<file path="config.mk">
export PLATFORM = sky130hd
export DESIGN_NAME = ata_tf_seq
export DESIGN_NICKNAME = d
export VERILOG_FILES = /design/src/rtl/ata_tf_pkg.sv /design/src/rtl/ata_cb_decode.sv /design/src/rtl/ata_slot_table.sv /design/src/rtl/ata_wr_engine.sv /design/src/rtl/ata_tf_seq.sv
export SDC_FILE = /design/constraint.sdc
export NUM_CORES = 1
export LEC_CHECK = 0
export BUFFER_PORTS_ARGS = -buffer_cell sky130_fd_sc_hd__buf_2
export CAP_MARGIN = 20
export CORE_MARGIN = 3
export CORE_UTILIZATION = 40
export DETAILED_ROUTE_END_ITERATION = 8
export GPL_TIMING_DRIVEN = 0
export SLEW_MARGIN = 20
export SYNTH_ARGS = -nofsm -noshare
export SYNTH_HDL_FRONTEND = slang
export SYNTH_SLANG_ARGS = --single-unit
</file>
<file path="constraint.sdc">
create_clock -name clk -period 3.6 [get_ports clk]
set_clock_uncertainty 0.15 [all_clocks]
set_input_delay 0.18 -clock clk [delete_from_list [all_inputs] [get_ports clk]]
set_output_delay 0.18 -clock clk [all_outputs]
set_load 0.03 [all_outputs]
</file>
<file path="src/rtl/ata_tf_pkg.sv">
// Shared types and the slot schedule for the taskfile write sequencer.
// Assumes the command block layout given in the brief; the slot order
// below is the write order on the register port.
package ata_tf_pkg;

    localparam int BYTE_W   = 8;
    localparam int REG_AW   = 3;
    localparam int NREG     = 10;   // bytes 6..15 of the command block
    localparam int NSLOT    = 12;   // pre-dev, feat, 4 hob, 4 lob, cmd, post-dev

    localparam logic [REG_AW-1:0] RA_FEAT = 3'd1;
    localparam logic [REG_AW-1:0] RA_SCNT = 3'd2;
    localparam logic [REG_AW-1:0] RA_DEV  = 3'd6;
    localparam logic [REG_AW-1:0] RA_CMD  = 3'd7;

    typedef struct packed {
        logic [3:0]                   blk_log2;
        logic [2:0]                   rsvd;
        logic                         ext48;
        logic                         dev_after;
        logic                         rd_only;
        logic                         dev_from_cb;
        logic [BYTE_W-1:0]            dev_cb;
        logic [NREG-1:0][BYTE_W-1:0]  regs;   // [0]=features .. [9]=command
    } cb_fields_t;

    typedef struct packed {
        logic              en;
        logic [REG_AW-1:0] addr;
        logic [BYTE_W-1:0] data;
    } slot_t;

    // Describe write slot idx for a decoded block and resolved device/head byte.
    function automatic slot_t slot_of(input int idx, input cb_fields_t f,
                                      input logic [BYTE_W-1:0] devhead);
        slot_t s;
        s = '0;
        if (idx == 0) begin
            s.en = !f.dev_after; s.addr = RA_DEV; s.data = devhead;
        end else if (idx == 1) begin
            s.en = 1'b1; s.addr = RA_FEAT; s.data = f.regs[0];
        end else if (idx >= 2 && idx <= 5) begin
            s.en = f.ext48; s.addr = RA_SCNT + REG_AW'(idx - 2); s.data = f.regs[idx - 1];
        end else if (idx >= 6 && idx <= 9) begin
            s.en = 1'b1; s.addr = RA_SCNT + REG_AW'(idx - 6); s.data = f.regs[idx - 1];
        end else if (idx == 10) begin
            s.en = 1'b1; s.addr = RA_CMD; s.data = f.regs[9];
        end else begin
            s.en = f.dev_after; s.addr = RA_DEV; s.data = devhead;
        end
        return s;
    endfunction

endpackage

</file>
<file path="src/rtl/ata_cb_decode.sv">
// Field extraction and validation of a captured command block.
// Assumes the block is held stable by the caller; purely combinational.
module ata_cb_decode
    import ata_tf_pkg::*;
#(
    parameter int CB_BYTES     = 16,
    parameter int MAX_BLK_LOG2 = 8
) (
    input  logic [CB_BYTES*BYTE_W-1:0] cb,
    input  logic [BYTE_W-1:0]          own_dev,
    output cb_fields_t                 fields,
    output logic [BYTE_W-1:0]          devhead,
    output logic                       legal
);

    localparam int B_SEL  = 2;
    localparam int B_ACT  = 3;
    localparam int B_CNT  = 4;
    localparam int B_DEV  = 5;
    localparam int B_REG0 = 6;

    // Pull each control field and register byte out of the flat block.
    always_comb begin
        fields.dev_from_cb = cb[B_SEL*BYTE_W + 6];
        fields.rd_only     = cb[B_ACT*BYTE_W + 0];
        fields.dev_after   = cb[B_ACT*BYTE_W + 1];
        fields.ext48       = cb[B_CNT*BYTE_W + 0];
        fields.rsvd        = cb[B_CNT*BYTE_W + 1 +: 3];
        fields.blk_log2    = cb[B_CNT*BYTE_W + 4 +: 4];
        fields.dev_cb      = cb[B_DEV*BYTE_W +: BYTE_W];
        for (int k = 0; k < NREG; k++) begin
            fields.regs[k] = cb[(B_REG0 + k)*BYTE_W +: BYTE_W];
        end
    end

    // Choose the device/head source and judge the block legal or not.
    always_comb begin
        devhead = fields.dev_from_cb ? fields.dev_cb : own_dev;
        legal   = (int'(fields.blk_log2) <= MAX_BLK_LOG2) && (fields.rsvd == '0);
    end

endmodule

</file>
<file path="src/rtl/ata_slot_table.sv">
// Expands decoded fields into the fixed table of candidate writes.
// Assumes inputs are stable while the engine walks the table.
module ata_slot_table
    import ata_tf_pkg::*;
#(
    parameter int N = NSLOT
) (
    input  cb_fields_t         fields,
    input  logic [BYTE_W-1:0]  devhead,
    output slot_t [N-1:0]      slots
);

    for (genvar i = 0; i < N; i++) begin : g_slot
        // One table entry per write position.
        always_comb slots[i] = slot_of(i, fields, devhead);
    end

endmodule

</file>
<file path="src/rtl/ata_wr_engine.sv">
// Control FSM: accepts start, routes fail / handoff, then walks the slot
// table issuing one ready-gated strobe per enabled slot, then pulses done.
// Assumes legal/rd_only/slots are valid from the cycle after capture.
module ata_wr_engine
    import ata_tf_pkg::*;
#(
    parameter int N = NSLOT
) (
    input  logic               clk,
    input  logic               rst_n,
    input  logic               start,
    input  logic               bus_rdy,
    input  logic               legal,
    input  logic               rd_only,
    input  slot_t [N-1:0]      slots,
    output logic               capture,
    output logic [REG_AW-1:0]  bus_addr,
    output logic [BYTE_W-1:0]  bus_data,
    output logic               bus_wr,
    output logic               done,
    output logic               fail,
    output logic               handoff
);

    localparam int IW = $clog2(N + 1);
    localparam logic [IW-1:0] END_IDX = IW'(N);

    typedef enum logic [1:0] {S_IDLE, S_DECIDE, S_ISSUE, S_STROBE} st_t;

    st_t           st;
    logic [IW-1:0] idx;
    slot_t         cur;

    // Current table entry; the end index never selects an entry.
    always_comb cur = (idx < END_IDX) ? slots[idx] : '0;

    // Capture request for the block register, only when idle.
    always_comb capture = (st == S_IDLE) && start;

    // Sequencing state, strobe and outcome pulses.
    always_ff @(posedge clk) begin
        if (!rst_n) begin
            st       <= S_IDLE;
            idx      <= '0;
            bus_addr <= '0;
            bus_data <= '0;
            bus_wr   <= 1'b0;
            done     <= 1'b0;
            fail     <= 1'b0;
            handoff  <= 1'b0;
        end else begin
            bus_wr  <= 1'b0;
            done    <= 1'b0;
            fail    <= 1'b0;
            handoff <= 1'b0;
            case (st)
                S_IDLE: begin
                    if (start) st <= S_DECIDE;
                end
                S_DECIDE: begin
                    idx <= '0;
                    if (!legal) begin
                        fail <= 1'b1;
                        st   <= S_IDLE;
                    end else if (rd_only) begin
                        handoff <= 1'b1;
                        st      <= S_IDLE;
                    end else begin
                        st <= S_ISSUE;
                    end
                end
                S_ISSUE: begin
                    if (idx == END_IDX) begin
                        done <= 1'b1;
                        st   <= S_IDLE;
                    end else if (!cur.en) begin
                        idx <= idx + 1'b1;
                    end else if (bus_rdy) begin
                        bus_wr   <= 1'b1;
                        bus_addr <= cur.addr;
                        bus_data <= cur.data;
                        st       <= S_STROBE;
                    end
                end
                default: begin
                    idx <= idx + 1'b1;
                    st  <= S_ISSUE;
                end
            endcase
        end
    end

endmodule

</file>
<file path="src/rtl/ata_tf_seq.sv">
// Top of the taskfile write sequencer: captures the command block on an
// accepted start and wires decode, slot table and write engine together.
// Assumes a single register port with a ready input and no back-pressure
// beyond it.
module ata_tf_seq
    import ata_tf_pkg::*;
#(
    parameter int CB_BYTES     = 16,
    parameter int MAX_BLK_LOG2 = 8
) (
    input  logic                       clk,
    input  logic                       rst_n,
    input  logic                       start,
    input  logic [CB_BYTES*8-1:0]      cmd_blk,
    input  logic [7:0]                 own_devhead,
    input  logic                       bus_rdy,
    output logic [2:0]                 bus_addr,
    output logic [7:0]                 bus_data,
    output logic                       bus_wr,
    output logic                       done,
    output logic                       fail,
    output logic                       handoff
);

    logic [CB_BYTES*8-1:0] cb_q;
    logic [7:0]            own_q;
    logic                  capture;
    cb_fields_t            fields;
    logic [7:0]            devhead;
    logic                  legal;
    slot_t [NSLOT-1:0]     slots;

    // Hold the command block and bridge device/head value for the whole run.
    always_ff @(posedge clk) begin
        if (!rst_n) begin
            cb_q  <= '0;
            own_q <= '0;
        end else if (capture) begin
            cb_q  <= cmd_blk;
            own_q <= own_devhead;
        end
    end

    ata_cb_decode #(.CB_BYTES(CB_BYTES), .MAX_BLK_LOG2(MAX_BLK_LOG2)) u_dec (
        .cb      (cb_q),
        .own_dev (own_q),
        .fields  (fields),
        .devhead (devhead),
        .legal   (legal)
    );

    ata_slot_table #(.N(NSLOT)) u_tab (
        .fields  (fields),
        .devhead (devhead),
        .slots   (slots)
    );

    ata_wr_engine #(.N(NSLOT)) u_eng (
        .clk      (clk),
        .rst_n    (rst_n),
        .start    (start),
        .bus_rdy  (bus_rdy),
        .legal    (legal),
        .rd_only  (fields.rd_only),
        .slots    (slots),
        .capture  (capture),
        .bus_addr (bus_addr),
        .bus_data (bus_data),
        .bus_wr   (bus_wr),
        .done     (done),
        .fail     (fail),
        .handoff  (handoff)
    );

endmodule

</file>
# Word level (Yosys, flattened, before mapping)
# Index checks and enable logic that the tools add are counted.
# classes
addsub	1
reduce_logical	12
order_cmp	3
bitwise	5
n_eq_ne	8
n_mux	18
# ops
op	count
12-bit binary-select mux with 4-bit select	1
12-bit two-way mux	2
2-bit two-way mux	6
4-bit case mux with 3 select lines	1
3-bit AND reduction	3
4-bit two-way mux	2
8-bit two-way mux	1
2-bit inequality test, second input constant	3
2-bit case mux with 3 select lines	1
4-bit by 5-bit less-than comparator with 1-bit output, second input constant	1
1-bit inverter	5
4-bit by 1-bit adder with 4-bit output, second input constant	1
4-bit == test, second input constant	1
4-bit less-or-equal comparator, second input constant	1
4-bit less-than comparator, second input constant	1
1-bit two-way mux	4
2-bit AND reduction	2
4-bit AND reduction	1
4-bit OR reduction	1
3-bit logical NOT	1
3-bit by 1-bit inequality test with 1-bit output, second input constant	1
3-bit by 2-bit inequality test with 1-bit output, second input constant	1
2-bit by 1-bit == test with 1-bit output, second input constant	1
2-bit == test, second input constant	1
other kinds (3)	4
# totals
inputBits	140
word_cells	57
out_inout_bits	15
regBits	157

# Longest topological paths before layout
# Gate-level depths: netlist (run 1).
# logic_depth
ltp_word	7
depth_mapped	10
ltp_nobuf	7

# Cells and area by module
# A second synthesis (run 1) with hierarchy kept.
# hier_totals
cells_unflattened	899
area_unflattened_um2	9287.7
# by_module_without_submodules
module	cells_per_inst	seq_area_each_um2	instances	area_each_um2
ata_tf_seq	438	2722.6	1	5139.9
ata_wr_engine	205	420.4	1	2167.1
ata_slot_table	146	0.0	1	1084.8
ata_cb_decode	110	0.0	1	895.9

# Worst setup path before layout (run 1)
# No wires, ideal clock.
# synth_timing
path_kind	reg2reg
from	register u_eng.idx[0]
to	register u_eng.bus_addr[2]
path_buffers	3
setup_ps	79
t_required_ps	3371
synth_period_minus_slack_ps	2333
setup_slack_ps	1267
arrival_time_ps	2103
stages_incl_launch_ff	11
cell_sequence	dfxtp_1 -> buf_2 -> clkbuf_1 -> inv_1 -> ha_1 -> nand3_1 -> nand2_1 -> nor4_4 -> buf_4 -> nor2_1 -> a211oi_2
# synth_via
elab_chain_len	4
word_cells_on_any_way	7
classes_between	order compare: 1; eq/ne: 1; mux: 3; bitwise: 1; reduce/logical: 1
# synth_lines
item	line_no	source
from (decl)	ata_wr_engine.sv:31	logic [IW-1:0] idx;
from (signal assigned)	ata_wr_engine.sv:77	idx <= idx + 1'b1;
from (signal assigned)	ata_wr_engine.sv:86	idx <= idx + 1'b1;
12-bit binary-select mux with 4-bit select	ata_wr_engine.sv:35	always_comb cur = (idx < END_IDX) ? slots[idx] : '0;
12-bit two-way mux (not written as such)	ata_wr_engine.sv:35	
12-bit two-way mux	ata_wr_engine.sv:35	
4-bit AND reduction (no source line)	n/a	
to (signal assigned)	ata_wr_engine.sv:80	bus_addr <= cur.addr;
to (decl)	ata_wr_engine.sv:17	output logic [REG_AW-1:0] bus_addr,
# Parallel ways exist; a longest one is shown, timed or not. The select of a mux whose other input is x is not followed.
# A chain may end at the register's enable or synchronous reset.

# Worst setup path after layout (run 1)
# layout_timing
from	register u_eng.idx[0]
to	register u_eng.bus_addr[0]
# Same word-level chain as after synthesis.

==> summary.md, run 1 <==
For this run, asynchronously set or reset flops after synthesis account for 0%. The run gives 24.1% as the overall fraction of global-route tracks in use. Clock-pin slew was measured on the worst setup and hold paths at 0.05 ns. The tools report the library cell used as clock root buffer as sky130_fd_sc_hd__clkbuf_16. The number of hold violations in the final report came out at 0.

Of all nets on the critical path, the largest fanout is 10. The die width is 122 um. At the end of routability-driven placement, the weighted congestion stood at 0.905. For the number of detailed-route iterations in the first pass, the log shows 5.

The layout has 1178 filler cells. The worst register-to-register path ends at u_eng.bus_addr[0]. The via count of the first global-routing pass is 5655, and the normalized max-slew margin is 48.0%. The worst setup path is launched from a flip-flop. The top flip-flop cell by instance count after synthesis was sky130_fd_sc_hd__dfxtp_1.

The floorplan step defined a core boundary enclosing 12900 um^2. For this run, the post-layout net count is 1073. After detailed routing, the number of remaining DRC violations is 0.

In this run the worst setup path begins at u_eng.idx[0]. The run finished with clean final reports. After detailed routing, the average wire length per cell comes to 16.2 um. The tools report the pin count of the biggest net entering global routing as 17. Summed over all layers, the routed wires come to 17900 um. For the cell count after synthesis, the log shows 677. The area of the die was 15000 um^2; the number of maximum-capacitance violations was 0. The number of diodes added for antenna fixing is 0, and the count of unique library cells instantiated by Yosys is 44. Along the worst hold path, the cell count comes to 5. Derived from the worst setup path, the maximum achievable clock frequency is 338 MHz.

CTS saw 128 sinks. The library cells used most frequently in the layout, excluding fill and tap cells, are sky130_fd_sc_hd__nand2_1, sky130_fd_sc_hd__buf_2, sky130_fd_sc_hd__dfxtp_1. For this design the top-level I/O count stands at 155. After synthesis the cells add up to 5430 um^2. The first global-routing pass estimated 27600 um of wire. Using the TritonRoute via totals, the vias-per-cell ratio works out to 5.08.

The total number of yosys warnings was 0; the starting utilization of the core area was 42.0%. Of the synthesized area, sequential elements account for 47.2%. After global routing the overflow that remains totals 0. Counting flops with a built-in enable in the synthesized netlist gives 0. After layout, the worst path uses 82.3% of the clock period. For the number of slew-limit violations in the final report, the log shows 0. The H-tree was split into 4 levels. The run gives 3640 uW as the overall power after layout. The most critical setup path has its endpoint at u_eng.bus_addr[0]. Setup repair after global routing left no endpoint under its margin. Initial antenna violation count: 0.

Largest incremental delay on the critical path: 0.52 ns. Pin slew with the least headroom to its limit: 0.780 ns. The finished cells cover 7860 um^2. After the first detailed-routing iteration, the DRC count stood at 393.

The kind of path behind the tightest hold check was in -> reg. Maximum VDD drop: 0.321 mV. Summing all placed instances gives a cell area of 6270 um^2. TritonCTS built the clock tree.

The post-route netlist has 18.9% of its cells at a drive strength greater than 1. The area growth from synthesis to layout is 44.9%. Count of state elements after synthesis: 128. The count of buffers added on input and output ports is 125.

The run gives 5643 as the number of vias in the routed layout. The count of endpoints failing setup in the final report is 0. The signal on the critical path passes through buf_2, clkbuf_1, inv_1, ha_1, nand3_1, nand2_1, nor4_4, buf_4, nor2_1, a211oi_2. In this run the power density over the cells is 462 nW/um^2.

The number of cells on the worst reg-to-reg path is 10, and the total number of placement rows is 41. Residual antenna-violating net count after detailed routing: 0. The startpoint identified for the worst register-to-register timing path is u_eng.idx[0]. For the buffer count from post-CTS setup fixing, the log shows 0. Slowest library cell on the worst path: sky130_fd_sc_hd__dfxtp_1.

Synthesis produced a netlist with a net count of 820. At the worst endpoint, the arrival time is 3.15 ns. The die is 122 um tall.

In this run the register-to-register setup slack is 0.64 ns. STA classifies the critical path endpoint as a flip-flop. For the final routed database, the setup TNS stands at 0 ns. The startpoint-to-endpoint class of the critical path is reg -> reg. The number of clock buffers added by TritonCTS is 17. The routed design could run at a clock period as short as 2.96 ns.

Once detailed placement completed, the half-perimeter wirelength came to 12400 um. In this run the static leakage power is 0.00313 uW. The clock passes through at most 2 buffers.

A synthesized cell averages 8.02 um^2. The later pin in the worst-skew pair is clocked with a latency of 0.42 ns. The library cell used most frequently in the layout, excluding fill and tap cells, is sky130_fd_sc_hd__nand2_1. For the data required time at the worst endpoint, the log shows 3.79 ns. For this run, the share of the core covered by cells in the final layout is 60.8%.
## per-stage QoR
stage | hold slack (ns) | instances | setup slack (ns)
floorplan | 0.166 | 677 | 1.27
global placement | 0.272 | 974 | 0.695
detailed placement | 0.278 | 974 | 0.671
CTS | 0.0665 | 1110 | 0.654
global route | 0.125 | 1110 | 0.411
finish | 0.0754 | 1110 | 0.639
## what timing repair did
item,4_1_cts,5_1_grt
hold buffers,109,0
gates resized for setup,0,0
hold endpoints to repair,110,0
## routing by layer
metal | up-vias | GRT usage (%) | wire, um
met5 | - | 0 | 0
met4 | 0 | 9.03 | 404
li1 | 2812 | - | -
met3 | 31 | 5.35 | 1070
met2 | 189 | 42.4 | 8860
met1 | 2611 | 28.9 | 7600
## layout make-up
cell class,instances,area (um^2),area share (%)
clock inverter,1,5.00,0.0637
multi-input combinational,493,2630,33.5
clock buffer,26,499,6.35
sequential,128,2560,32.6
inverter,4,15.0,0.191
buffer,52,215,2.74
tap,172,215,2.74
timing repair buffer,234,1720,21.8
## worst min-delay path by stage
stage / startpoint / slack [ns] / to
detailed placement: own_devhead[6] / 0.28 / own_q[6]
CTS: bus_rdy / 0.07 / u_eng.bus_addr[1]
global route: bus_rdy / 0.13 / u_eng.bus_addr[1]
global placement: cmd_blk[86] / 0.27 / cb_q[86]
finish: bus_rdy / 0.08 / u_eng.bus_addr[1]
floorplan: cmd_blk[100] / 0.17 / cb_q[100]
## logic make-up (layout without fill, tap and decap cells)
logic type,count (synthesis),in the layout,synth area share [%]
adder cells (fa/ha/maj),3,3,0.692
multiplexers,34,34,8.16
flip-flops,128,128,47.2
AND/OR/NAND/NOR,284,284,21.5
AO/OA/AOI/OAI,172,172,18.2
buffers and inverters,56,317,4.24
## power by group
group / total (uW) / internal, uW / switching (uW)
Sequential: 1580 / 1520 / 60.6
Combinational: 560 / 257 / 303
Clock: 1500 / 930 / 569
Total: 3640 / 2700 / 932
## synth_stat cells (3+ instances only)
library cell / number / area, um^2
sky130_fd_sc_hd__nand3_1: 6 / 30.0
sky130_fd_sc_hd__a21oi_1: 119 / 596
sky130_fd_sc_hd__o21ai_0: 16 / 80.1
sky130_fd_sc_hd__ha_1: 3 / 37.5
sky130_fd_sc_hd__buf_1: 3 / 11.3
sky130_fd_sc_hd__o22ai_1: 8 / 50.1
sky130_fd_sc_hd__buf_2: 10 / 50.1
sky130_fd_sc_hd__nand2_1: 234 / 878
sky130_fd_sc_hd__mux4_2: 8 / 180
sky130_fd_sc_hd__and2_1: 3 / 18.8
sky130_fd_sc_hd__a211oi_1: 7 / 52.6
sky130_fd_sc_hd__nor3_1: 10 / 50.1
sky130_fd_sc_hd__a22o_1: 7 / 61.3
sky130_fd_sc_hd__nor2b_1: 4 / 25.0
sky130_fd_sc_hd__clkbuf_1: 37 / 139
sky130_fd_sc_hd__nand2b_1: 4 / 25.0
sky130_fd_sc_hd__mux2i_1: 24 / 240
sky130_fd_sc_hd__nor2_1: 14 / 52.6
sky130_fd_sc_hd__inv_1: 3 / 11.3
sky130_fd_sc_hd__dfxtp_1: 128 / 2560
## sequential cells by signal, summed over array words and instances (netlist names)
name            flops
u_eng.st            2
own_q               8
cb_q               99
u_eng.done          1
u_eng.bus_data      8
u_eng.bus_addr      3
u_eng.handoff       1
u_eng.bus_wr        1
u_eng.idx           4
u_eng.fail          1
## critical path: cells and delay by family (launching register included)
| family | cells | cell delay (ns) |
|---|---|---|
| buffers and inverters | 4 | 1.15 |
| AND/OR/NAND/NOR | 4 | 0.64 |
| adder cells (fa/ha/maj) | 1 | 0.24 |
| flip-flops | 1 | 0.52 |
| AO/OA/AOI/OAI | 1 | 0.18 |
Power figures use the tool's default switching activity.
==> run 2: changes to the inputs <==
--- a/config.mk
+++ b/config.mk
@@ -5,12 +5,14 @@
 export SDC_FILE = /design/constraint.sdc
 export NUM_CORES = 1
 export LEC_CHECK = 0
+export ABC_AREA = 1
 export BUFFER_PORTS_ARGS = -buffer_cell sky130_fd_sc_hd__buf_2
 export CAP_MARGIN = 20
 export CORE_MARGIN = 3
 export CORE_UTILIZATION = 40
 export DETAILED_ROUTE_END_ITERATION = 8
 export GPL_TIMING_DRIVEN = 0
+export PLACE_DENSITY = 0.66
 export SLEW_MARGIN = 20
 export SYNTH_ARGS = -nofsm -noshare
 export SYNTH_HDL_FRONTEND = slang
==> constraint.sdc (replaced) <==
create_clock -name clk -period 2.5 [get_ports clk]
set_clock_uncertainty 0.15 [all_clocks]
set_input_delay 0.125 -clock clk [delete_from_list [all_inputs] [get_ports clk]]
set_output_delay 0.125 -clock clk [all_outputs]
set_load 0.03 [all_outputs]
==> summary.md, run 2 <==
The run finished with clean final reports. The biggest area contributor in the post-synthesis netlist is sky130_fd_sc_hd__dfxtp_1. The tools report the post-layout instance area as 8430 um^2.

The core area was 14100 um^2. In this run the tightest slew margin relative to its limit is 42.5%. The logs give 41.5% for the starting utilization of the core area and 0 for the count of endpoints failing setup in the final report.

The critical path goes through buf_2, inv_2, buf_2, ha_1, nand3_1, nand2_1, inv_2, clkbuf_2, nand4_1, nor2_1, nor2_1. The tools report the detailed-placement wirelength estimate as 13100 um. The number of cells on the worst reg-to-reg path was 11; the fraction of the yosys area taken by sequential cells was 43.8%. After technology mapping, the gate count stands at 877. In this run, CTS created clock tree buffers numbering 17. After layout, the minimum clock period comes to 2.28 ns. The via count of the first global-routing pass was 6112.

The arrival time at the worst endpoint was 2.44 ns; the die outline height was 127 um. The run gives 1273 as the final layout net count. Summing all multi-input logic gate instances after layout gives 2770 um^2. The run gives 0.00380 uW as the leakage power total. The DRC marker count from the first detailed-route iteration is 498, and the share of cells above drive strength 1 is 17.5%. For this run, the leading register cell type out of synthesis is sky130_fd_sc_hd__dfxtp_1.

The biggest fanout along the worst timing path came out at 10. The pre-antenna-repair detailed-routing pass consisted of 5 iterations. The number of diodes added for antenna fixing is 0.

In this run the tool buffered the top-level ports with 125 buffer cells. The register with the most flip-flops in the layout has 99 of them. TritonCTS built the clock tree. The number of hold violations in the final report was 0; the overall fraction of global-route tracks in use was 23.9%. Counting both buffers and inverters, the worst setup path holds a total of 5. The final global-route overflow total is 0.

At the pin with the least slew margin, the transition time is 0.863 ns. Yosys mapped a number of flops with a built-in enable equal to 0. Averaged over all synthesized cells, the footprint is 6.66 um^2.

The clock tree synthesis step divided the H-tree into 4 levels. The initial antenna violation count was 0. The congestion estimate from routability-driven global placement came to 0.847.

After detailed routing, the number of remaining DRC violations is 0. In this run the number of cells on the critical path is 11. OpenSTA, run right after detailed placement, puts the worst setup slack at 0.0902 ns. The number of nets handed over by synthesis was 1020.

The cell sitting at the root of the clock tree is a sky130_fd_sc_hd__clkbuf_16. The tools report the area occupied by registers as 2560 um^2. After detailed routing, the total wire length is 19100 um.

Pin placement for this block handled 155 I/O pins. The data required time at the worst endpoint is 2.66 ns. The cell area that synthesis handed to floorplanning was 5840 um^2. Maximum VDD drop: 0.475 mV.

The Yosys step of the flow raised 0 warnings. The largest incremental delay on the critical path works out to 0.40 ns. After clock tree synthesis, the clock-pin slew on the worst setup and hold paths is 0.06 ns. In the final routed layout, each cell accounts on average for 14.4 um.

The netlist uses 27 different library cells. The top cell types in the final layout, fill and taps aside, are sky130_fd_sc_hd__nor2_1, sky130_fd_sc_hd__nand2_1, sky130_fd_sc_hd__buf_2. cb_q holds more flip-flops than any other register. Setup slack on the critical path of the routed design comes to 0.224 ns. The element type at the critical path end is a flip-flop.

The most common cell after layout, fill and taps aside was sky130_fd_sc_hd__nor2_1. Entering global routing, the biggest net connects 17 pins. The worst setup path is launched from a flip-flop.

In the finished design, the share of the clock period the worst path needs comes to 91.0%. In the post-synthesis netlist, the biggest area contributors are sky130_fd_sc_hd__dfxtp_1, sky130_fd_sc_hd__nor2_1, sky130_fd_sc_hd__nand2_1. The logs give 0 for the number of slew-limit violations in the final report and 1325 for the count of filler cells inserted in the layout.

At the later pin of the worst-skew pair, clock insertion delay measures 0.42 ns. The number of maximum-capacitance violations was 0; the area of the die was 16100 um^2. The post-synthesis async set-or-reset flop share is 0%.

In the final layout, the registers with the most flip-flops are cb_q (99), own_q (8), u_eng.bus_data (8). Counting instances in the post-synthesis netlist gives the leading cell types as sky130_fd_sc_hd__nor2_1, sky130_fd_sc_hd__nand2_1, sky130_fd_sc_hd__dfxtp_1, sky130_fd_sc_hd__o21ai_0, sky130_fd_sc_hd__inv_1. The post-synthesis to final-layout area growth is 44.2%.

The top cell type by area accounts for 43.8% of the synthesized area. The slowest library cell on the worst path was sky130_fd_sc_hd__dfxtp_1. In this run the remaining antenna-violating nets after routing total 0. Summing over every cut layer, the via total after detailed routing is 6465. The global-route wire length before repair was 30300 um; the final worst hold slack was 0.304 ns.

Overall power after layout: 6500 uW. The count of cells along the worst hold path is 2, and the sink count of the clock tree is 128. The initialized floorplan defines 43 standard-cell rows.

The startpoint-to-endpoint class of the critical path was reg -> reg. After detailed routing, the number of vias per cell comes to 4.89. For this run, the top clock speed supported by timing is 439 MHz.

The die width came out at 127 um. The buffer count from post-CTS setup fixing is 0, and the accumulated negative setup slack is 0 ns. The clock passes through at most 2 buffers. The most frequent cell after synthesis is sky130_fd_sc_hd__nor2_1.

Kind of path behind the tightest hold check: reg -> reg. Summing all placed instances gives a cell area of 6700 um^2. Setup repair after global routing left no endpoint under its margin.

Broken down by cell family, the worst path's largest delay share belongs to buffers and inverters. Power per cell area: 771 nW/um^2. The count of state elements after synthesis works out to 128.
[run 2: cell count changes after synthesis, sizes merged, moves of 10 or more]
cell    before  now
nor2        14  232
mux2i       24    0
nor3        11    1
o21ai       16  113
buf         15   26
nand2      234  154
a21oi      120   55
inv          3   64
o211ai       0   14
nand3        6   32
nand4        0   13
[run 2: metrics by stage]
step | instances | util, %
2_1_floorplan | 877 | -
3_3_place_gp | 1182 | 47.5
3_5_place_dp | 1182 | 47.5
4_1_cts | 1324 | 59.8
5_1_grt | 1323 | 59.8
6_report | 1323 | 59.8
[run 2: final timing paths]
kind | start | to | slack, ns
setup / recovery | u_eng.idx[0] | u_eng.bus_data[6] | 0.22
hold reg to reg | cb_q[87] | cb_q[87] | 0.30
setup reg to reg | u_eng.idx[0] | u_eng.bus_data[6] | 0.22
hold / removal | cb_q[87] | cb_q[87] | 0.30
[run 2: repair_timing]
item | in CTS | in global routing
hold endpoints to repair | 118 | 0
hold buffers | 110 | 0
resized for setup | 0 | 2
endpoints found under the setup margin | 0 | 11
[run 2: tightest hold or removal path, cell delays in order, from the launching register on]
cell and delay [ns]:
sky130_fd_sc_hd__dfxtp_1 0.30, sky130_fd_sc_hd__inv_1 0.06, sky130_fd_sc_hd__a21oi_1 0.05
[run 2: layout make-up]
| cell class | instances | area share [%] |
|---|---|---|
| clock buffers | 23 | 6.03 |
| well taps | 180 | 2.67 |
| flip-flops and latches | 128 | 30.4 |
| repair buffers | 235 | 20.5 |
| clock inverters | 9 | 1.51 |
| plain buffers | 57 | 3.10 |
| inverters | 66 | 2.94 |
| multi-input cells | 625 | 32.9 |
[run 2: cells by family after synthesis]
| logic type | after synthesis | share of synthesized area, % |
|---|---|---|
| adder cells (fa/ha/maj) | 3 | 0.642 |
| flip-flops | 128 | 43.8 |
| buffers and inverters | 124 | 8.76 |
| XOR/XNOR | 2 | 0.300 |
| AND/OR/NAND/NOR | 437 | 30.2 |
| AO/OA/AOI/OAI | 183 | 16.3 |
[run 2: per-layer routing]
layer	global-route usage [%]	vias up	wire, um	share of wire, %
li1	-	3307	-	-
met1	31.4	2876	8420	44
met2	38.0	239	8760	46
met3	5.05	43	1290	6.8
met4	10.5	0	622	3.3
met5	0	-	0	0
[run 2: power breakdown]
part           internal (uW)  leakage (uW)  switching, uW  total, uW
clock                   1720      0.000307            912       2630
sequential              2290       0.00106            125       2410
combinational            563       0.00243            893       1460
